File: config.mk
export PLATFORM = sky130hd
export DESIGN_NAME = dma_desc_seq
export DESIGN_NICKNAME = d
export VERILOG_FILES = /design/src/rtl/dma_desc_seq.sv
export SDC_FILE = /design/constraint.sdc
export NUM_CORES = 1
export LEC_CHECK = 0
export BUFFER_PORTS_ARGS = -buffer_cell sky130_fd_sc_hd__buf_4
export CORE_ASPECT_RATIO = 1.4
export CORE_MARGIN = 2
export CORE_UTILIZATION = 40
export CTS_CLUSTER_DIAMETER = 80
export DETAILED_ROUTE_END_ITERATION = 6
export SLEW_MARGIN = 30
export SYNTH_ARGS = -nofsm -noshare
export SYNTH_HDL_FRONTEND = slang
export SYNTH_SLANG_ARGS = --single-unit
export TNS_END_PERCENT = 1
File: constraint.sdc
create_clock -name clk -period 3.4 [get_ports clk]
set_input_delay 0.17 -clock clk [delete_from_list [all_inputs] [get_ports clk]]
set_output_delay 0.17 -clock clk [all_outputs]
set_load 0.01 [all_outputs]
File: src/rtl/dma_desc_seq.sv
module dma_desc_seq #(
  parameter int NCH = 4,
  parameter int AW  = 16,
  parameter int NW  = 10,
  parameter int IW  = 6,
  localparam int CHW = $clog2(NCH)
) (
  input  logic           clk,
  input  logic           rst_n,
  input  logic           cfg_we,
  input  logic [CHW-1:0] cfg_ch,
  input  logic [AW-1:0]  cfg_src,
  input  logic [AW-1:0]  cfg_dst,
  input  logic [NW-1:0]  cfg_nbytes,
  input  logic [AW-1:0]  cfg_step,
  input  logic [IW-1:0]  cfg_iter,
  input  logic           cfg_irq_en,
  input  logic           cfg_mnl_en,
  input  logic [CHW-1:0] cfg_mnl_ch,
  input  logic           cfg_mjl_en,
  input  logic [CHW-1:0] cfg_mjl_ch,
  input  logic [CHW-1:0] rd_ch,
  output logic [AW-1:0]  rd_src,
  output logic [AW-1:0]  rd_dst,
  output logic [IW-1:0]  rd_iter,
  input  logic           start,
  input  logic [CHW-1:0] start_ch,
  output logic           busy,
  output logic           mem_req,
  output logic           mem_we,
  output logic [AW-1:0]  mem_addr,
  output logic [31:0]    mem_wdata,
  input  logic [31:0]    mem_rdata,
  input  logic           mem_rdy,
  output logic           done_o,
  output logic [CHW-1:0] done_ch,
  output logic           link_o,
  output logic [CHW-1:0] link_ch,
  output logic           err_o,
  output logic [CHW-1:0] err_ch
);
  typedef enum logic [2:0] {S_IDLE, S_FETCH, S_READ, S_WRITE, S_WB, S_POST} st_t;

  logic [AW-1:0]  f_src [NCH];
  logic [AW-1:0]  f_dst [NCH];
  logic [NW-1:0]  f_nb  [NCH];
  logic [AW-1:0]  f_step[NCH];
  logic [IW-1:0]  f_cit [NCH];
  logic [IW-1:0]  f_bit [NCH];
  logic [NCH-1:0] f_irq, f_mnl, f_mjl;
  logic [CHW-1:0] f_mnc [NCH];
  logic [CHW-1:0] f_mjc [NCH];

  st_t           st;
  logic [CHW-1:0] ch;
  logic [AW-1:0]  src, dst;
  logic [NW-1:0]  cnt;
  logic [IW-1:0]  cit;
  logic [31:0]    data;
  logic           fin;

  logic bad;
  assign bad = (f_nb[ch] == '0) || (f_nb[ch][1:0] != 2'b00) || (f_cit[ch] == '0);

  assign busy      = (st != S_IDLE);
  assign mem_req   = (st == S_READ) || (st == S_WRITE);
  assign mem_we    = (st == S_WRITE);
  assign mem_addr  = (st == S_WRITE) ? dst : src;
  assign mem_wdata = data;
  assign rd_src    = f_src[rd_ch];
  assign rd_dst    = f_dst[rd_ch];
  assign rd_iter   = f_cit[rd_ch];

  always_ff @(posedge clk or negedge rst_n) begin
    if (!rst_n) begin
      st <= S_IDLE; ch <= '0; src <= '0; dst <= '0; cnt <= '0; cit <= '0;
      data <= '0; fin <= 1'b0;
      done_o <= 1'b0; done_ch <= '0; link_o <= 1'b0; link_ch <= '0;
      err_o <= 1'b0; err_ch <= '0;
      f_irq <= '0; f_mnl <= '0; f_mjl <= '0;
      for (int i = 0; i < NCH; i++) begin
        f_src[i] <= '0; f_dst[i] <= '0; f_nb[i] <= '0; f_step[i] <= '0;
        f_cit[i] <= '0; f_bit[i] <= '0; f_mnc[i] <= '0; f_mjc[i] <= '0;
      end
    end else begin
      done_o <= 1'b0;
      link_o <= 1'b0;
      err_o  <= 1'b0;
      case (st)
        S_IDLE: if (start) begin
          ch <= start_ch;
          st <= S_FETCH;
        end
        S_FETCH: begin
          src <= f_src[ch];
          dst <= f_dst[ch];
          cnt <= f_nb[ch];
          cit <= f_cit[ch];
          if (bad) begin
            err_o  <= 1'b1;
            err_ch <= ch;
            st     <= S_IDLE;
          end else begin
            st <= S_READ;
          end
        end
        S_READ: if (mem_rdy) begin
          data <= mem_rdata;
          st   <= S_WRITE;
        end
        S_WRITE: if (mem_rdy) begin
          src <= src + f_step[ch];
          dst <= dst + f_step[ch];
          cnt <= cnt - NW'(4);
          st  <= (cnt == NW'(4)) ? S_WB : S_READ;
        end
        S_WB: begin
          f_src[ch] <= src;
          f_dst[ch] <= dst;
          f_cit[ch] <= (cit == IW'(1)) ? f_bit[ch] : cit - IW'(1);
          fin       <= (cit == IW'(1));
          link_o    <= f_mnl[ch] && (cit != IW'(1));
          link_ch   <= f_mnc[ch];
          st        <= S_POST;
        end
        S_POST: begin
          done_o  <= fin && f_irq[ch];
          done_ch <= ch;
          if (fin && f_mjl[ch]) begin
            link_o  <= 1'b1;
            link_ch <= f_mjc[ch];
          end
          st <= S_IDLE;
        end
        default: st <= S_IDLE;
      endcase
      if (cfg_we && st == S_IDLE) begin
        f_src[cfg_ch]  <= cfg_src;
        f_dst[cfg_ch]  <= cfg_dst;
        f_nb[cfg_ch]   <= cfg_nbytes;
        f_step[cfg_ch] <= cfg_step;
        f_cit[cfg_ch]  <= cfg_iter;
        f_bit[cfg_ch]  <= cfg_iter;
        f_irq[cfg_ch]  <= cfg_irq_en;
        f_mnl[cfg_ch]  <= cfg_mnl_en;
        f_mnc[cfg_ch]  <= cfg_mnl_ch;
        f_mjl[cfg_ch]  <= cfg_mjl_en;
        f_mjc[cfg_ch]  <= cfg_mjl_ch;
      end
    end
  end


  first_cycle_quiet_chk: assert property (@(posedge clk) disable iff (!rst_n)
    $rose(busy) |-> !mem_req);

  err_no_access_chk: assert property (@(posedge clk) disable iff (!rst_n)
    err_o |-> (!mem_req && !busy));

  read_then_write_chk: assert property (@(posedge clk) disable iff (!rst_n)
    (mem_req && mem_rdy && !mem_we) |=> (mem_req && mem_we));

  hold_while_stalled_chk: assert property (@(posedge clk) disable iff (!rst_n)
    (mem_req && !mem_rdy) |=> (mem_req && $stable(mem_addr) && $stable(mem_we)));

  done_when_idle_chk: assert property (@(posedge clk) disable iff (!rst_n)
    done_o |-> (!busy && !err_o));
endmodule

==> metrics.md <==
| Metric | Value |
|---|---|
| Status | `finished clean` |
| Final non-filler cell area | `0.0263 mm²` |
| Initial core utilization | `0.405` |
| Antenna violations before repair | `4` |
| Synth warn | `0` |
| Number of global-route vias before repair | `17900` |
| Arrival time worst endpoint | `2.99 ns` |
| Inserted Clock Buffers | `43` |
| FF+latch count, synth | `403` |
| Minimum clock period after layout | `3.16 ns` |
| Yosys cell types | `60` |
| Core Box Area | `0.0523 mm²` |
| Placed cells | `2928` |
| Remaining global-route overflow | `0` |
| CTS tree | `built` |
| Die W | `199 µm` |
| Static leakage | `12.1 nW` |
| Largest net degree at the start of global routing | `110` |
| Setup violations, final | `0` |
| Element type at the critical path end | `output port` |
| Peak supply drop | `0.445 mV` |
| Fin crit share | `0.929` |
| Clock Sinks | `403` |
| Post-CTS sizing | `0` |
| Critical path data required time | `3.23 ns` |
| Mean Syn Cell Area | `10.1 µm²` |
| Max Transition Viols Final | `0` |
| Fmax | `316 MHz` |
| Post-synth EDFFs | `0` |
| CTS root buf | `clkbuf_16` |
| Port Buffers | `211` |
| Synth Instances | `2090` |
| Final WL | `67300 µm` |
| First-pass GRT wire length | `104000 µm` |
| Pwr Density | `1010 mW/mm²` |
| Area grow syn2layout | `24.1%` |
| Residual DRC | `0` |
| Post-synth top area share | `0.476` |
| Critical path type | `reg -> out` |
| Layout cells sized above 1 | `0.202` |
| DP HPWL | `44400 µm` |
| Slew margin rel. | `0.424` |
| Dominant synthesized flop cell | `dfrtp_1` |
| CP Max Fanout | `37` |
| FP Rows | `99` |
| Area leader, netlist | `dfrtp_1` |
| Worst-margin pin slew | `0.864 ns` |
| Final std cells w/o fill | `3121` |
| Via density | `5.46` |
| DR vias | `17100` |
| Fin Clk Skew | `0.0245 ns` |
| HP Class | `in -> async` |
| Synth async-reset ratio | `1.00` |
| Final Wtd Congestion | `0.945` |
| Num ports | `212` |
| Nets | `2527` |
| Overall routing resource usage | `0.246` |
| Final Hold Viols | `0` |
| Max Cap Viol | `0` |
| Height of the die | `276 µm` |
| Top-count cell post-synth | `nand2_1` |
| Placed cell area | `0.0237 mm²` |
| DIE AREA | `0.0548 mm²` |
| Fillers | `4730` |
| Syn_nets | `2240` |
| Startpoint types | `flop` |
| 1st-pass router iterations | `7` |
| Reg clk slew, reported paths | `0.06 ns` |
| Mapped cell area | `0.0212 mm²` |
| Max Buffers Root-to-Sink | `3` |
| Post-synthesis sequential area ratio | `0.476` |
| Synth area leaders | `dfrtp_1 48%, mux4_2 12%, nand2_1 12%` |
| Post-route ant nets | `0` |
| WL/cell | `21.6 µm` |
| Clock Latency Late Sink | `0.56 ns` |
| Iter 0 DRT Violations | `1062` |
| H-Tree Depth | `2` |
| Synth cell count leaders | `667 x nand2_1, 403 x dfrtp_1, 148 x mux2i_1, 140 x o21ai_1, 115 x mux4_2` |
[cell families after synthesis]
logic type / after synthesis / share of synthesized area
simple gates: 836 / 0.159
flops: 403 / 0.476
compound gates: 326 / 0.0843
mux: 307 / 0.216
buf+inv: 153 / 0.0312
fa+ha+maj: 36 / 0.0220
xor+xnor: 29 / 0.0120
[critical path: stages, from the launching register on]
cell,delay (ns)
dfrtp_1,0.77
inv_2,0.21
nor2_1,0.35
nand2_2,0.10
inv_2,0.06
buf_4,0.41
nand2_1,0.10
o21ai_0,0.18
buf_4,0.20
[metal layers]
| layer | global-route usage | vias up | share of wire |
|---|---|---|---|
| met2 | 0.435 | 580 | 0.51 |
| met4 | 0.112 | 2 | 0.047 |
| met1 | 0.298 | 8499 | 0.39 |
| met3 | 0.0326 | 145 | 0.053 |
| met5 | 0 | - | 0.00016 |
| li1 | - | 7827 | - |
[final timing paths]
path	endpoint	depth (start not counted)	start	slack, ns
max in group asynchronous	f_nb[8]$_DFFE_PN0P_	4	rst_n	2.19
hold / removal	mem_wdata[3]$_DFFE_PN0P_	2	rst_n	0.11
min in group clk	f_nb[19]$_DFFE_PN0P_	4	cfg_ch[1]	0.12
setup reg to reg	src[13]$_DFFE_PN0P_	9	ch[0]$_DFFE_PN0P_	0.26
setup / recovery	mem_addr[1]	8	st[1]$_DFFE_PN0P_	0.24
hold reg to reg	f_nb[16]$_DFFE_PN0P_	2	f_nb[16]$_DFFE_PN0P_	0.47
[where the power goes]
part           total, mW  switching [mW]  internal [mW]
logic               12.7            6.60           6.07
registers           9.12            1.96           7.16
clock network       4.81            2.02           2.79
total               26.6            10.6           16.0
[through the flow]
| step | hold slack, ns | total power [mW] | setup WS, ns | utilization | TNS, ns |
|---|---|---|---|---|---|
| global route | 0.116 | 28.4 | -0.00563 | 0.503 | -0.00594 |
| finish | 0.108 | 26.6 | 0.240 | 0.503 | 0 |
| floorplan | -0.126 | 17.2 | -0.00318 | - | -0.00318 |
| global placement | 0.315 | 21.4 | 0.190 | 0.453 | 0 |
| detailed placement | 0.320 | 21.7 | 0.138 | 0.453 | 0 |
| CTS | 0.0994 | 26.7 | 0.0908 | 0.502 | 0 |
[sequential cells by signal, indices dropped and copies added (netlist names), 2 cells and up]
name       count
cnt           10
done_ch        2
cit            6
f_mnl          4
f_step        64
f_irq          4
err_ch         2
f_mjc          8
f_bit         24
f_mnc          8
f_mjl          4
f_src         64
src           16
f_nb          40
mem_wdata     32
f_cit         24
link_ch        2
ch             2
dst           16
f_dst         64
st             3
[area by class of cell]
| type | instances | area (µm²) | share of cell area |
|---|---|---|---|
| Antenna cell | 4 | 10.0 | 0.000381 |
| Clock buffer | 59 | 1240 | 0.0471 |
| Clock inverter | 19 | 193 | 0.00733 |
| Inverter | 16 | 60.1 | 0.00228 |
| Multi-Input combinational cell | 1534 | 10500 | 0.399 |
| Sequential cell | 403 | 10100 | 0.384 |
| Tap cell | 707 | 885 | 0.0337 |
| Timing Repair Buffer | 379 | 3330 | 0.127 |
[cells in the final DEF (no fill, tap or decap), types with 10 or more instances in the layout]
cell	count
nand2_1	665
dfrtp_1	401
buf_4	254
mux2i_1	148
o21ai_1	140
mux4_2	115
dlygate4sd3_1	109
a21oi_1	97
nor2_1	88
clkbuf_16	46
ha_1	34
o21ai_0	31
mux2_1	30
xnor2_1	19
inv_1	13
clkinv_2	13
buf_12	13
nand2b_1	12
mux2_2	12
nor3_1	11
nand3_1	11
xor2_1	10
nor2b_1	10
a22oi_1	10
[timing repair]
action                                 CTS  global route
buffers inserted                         0             1
hold buffers                           109             0
endpoints found under the hold margin  439             0
setup endpoints to repair                0             6
No activity file was read; power rests on OpenSTA's default activity.
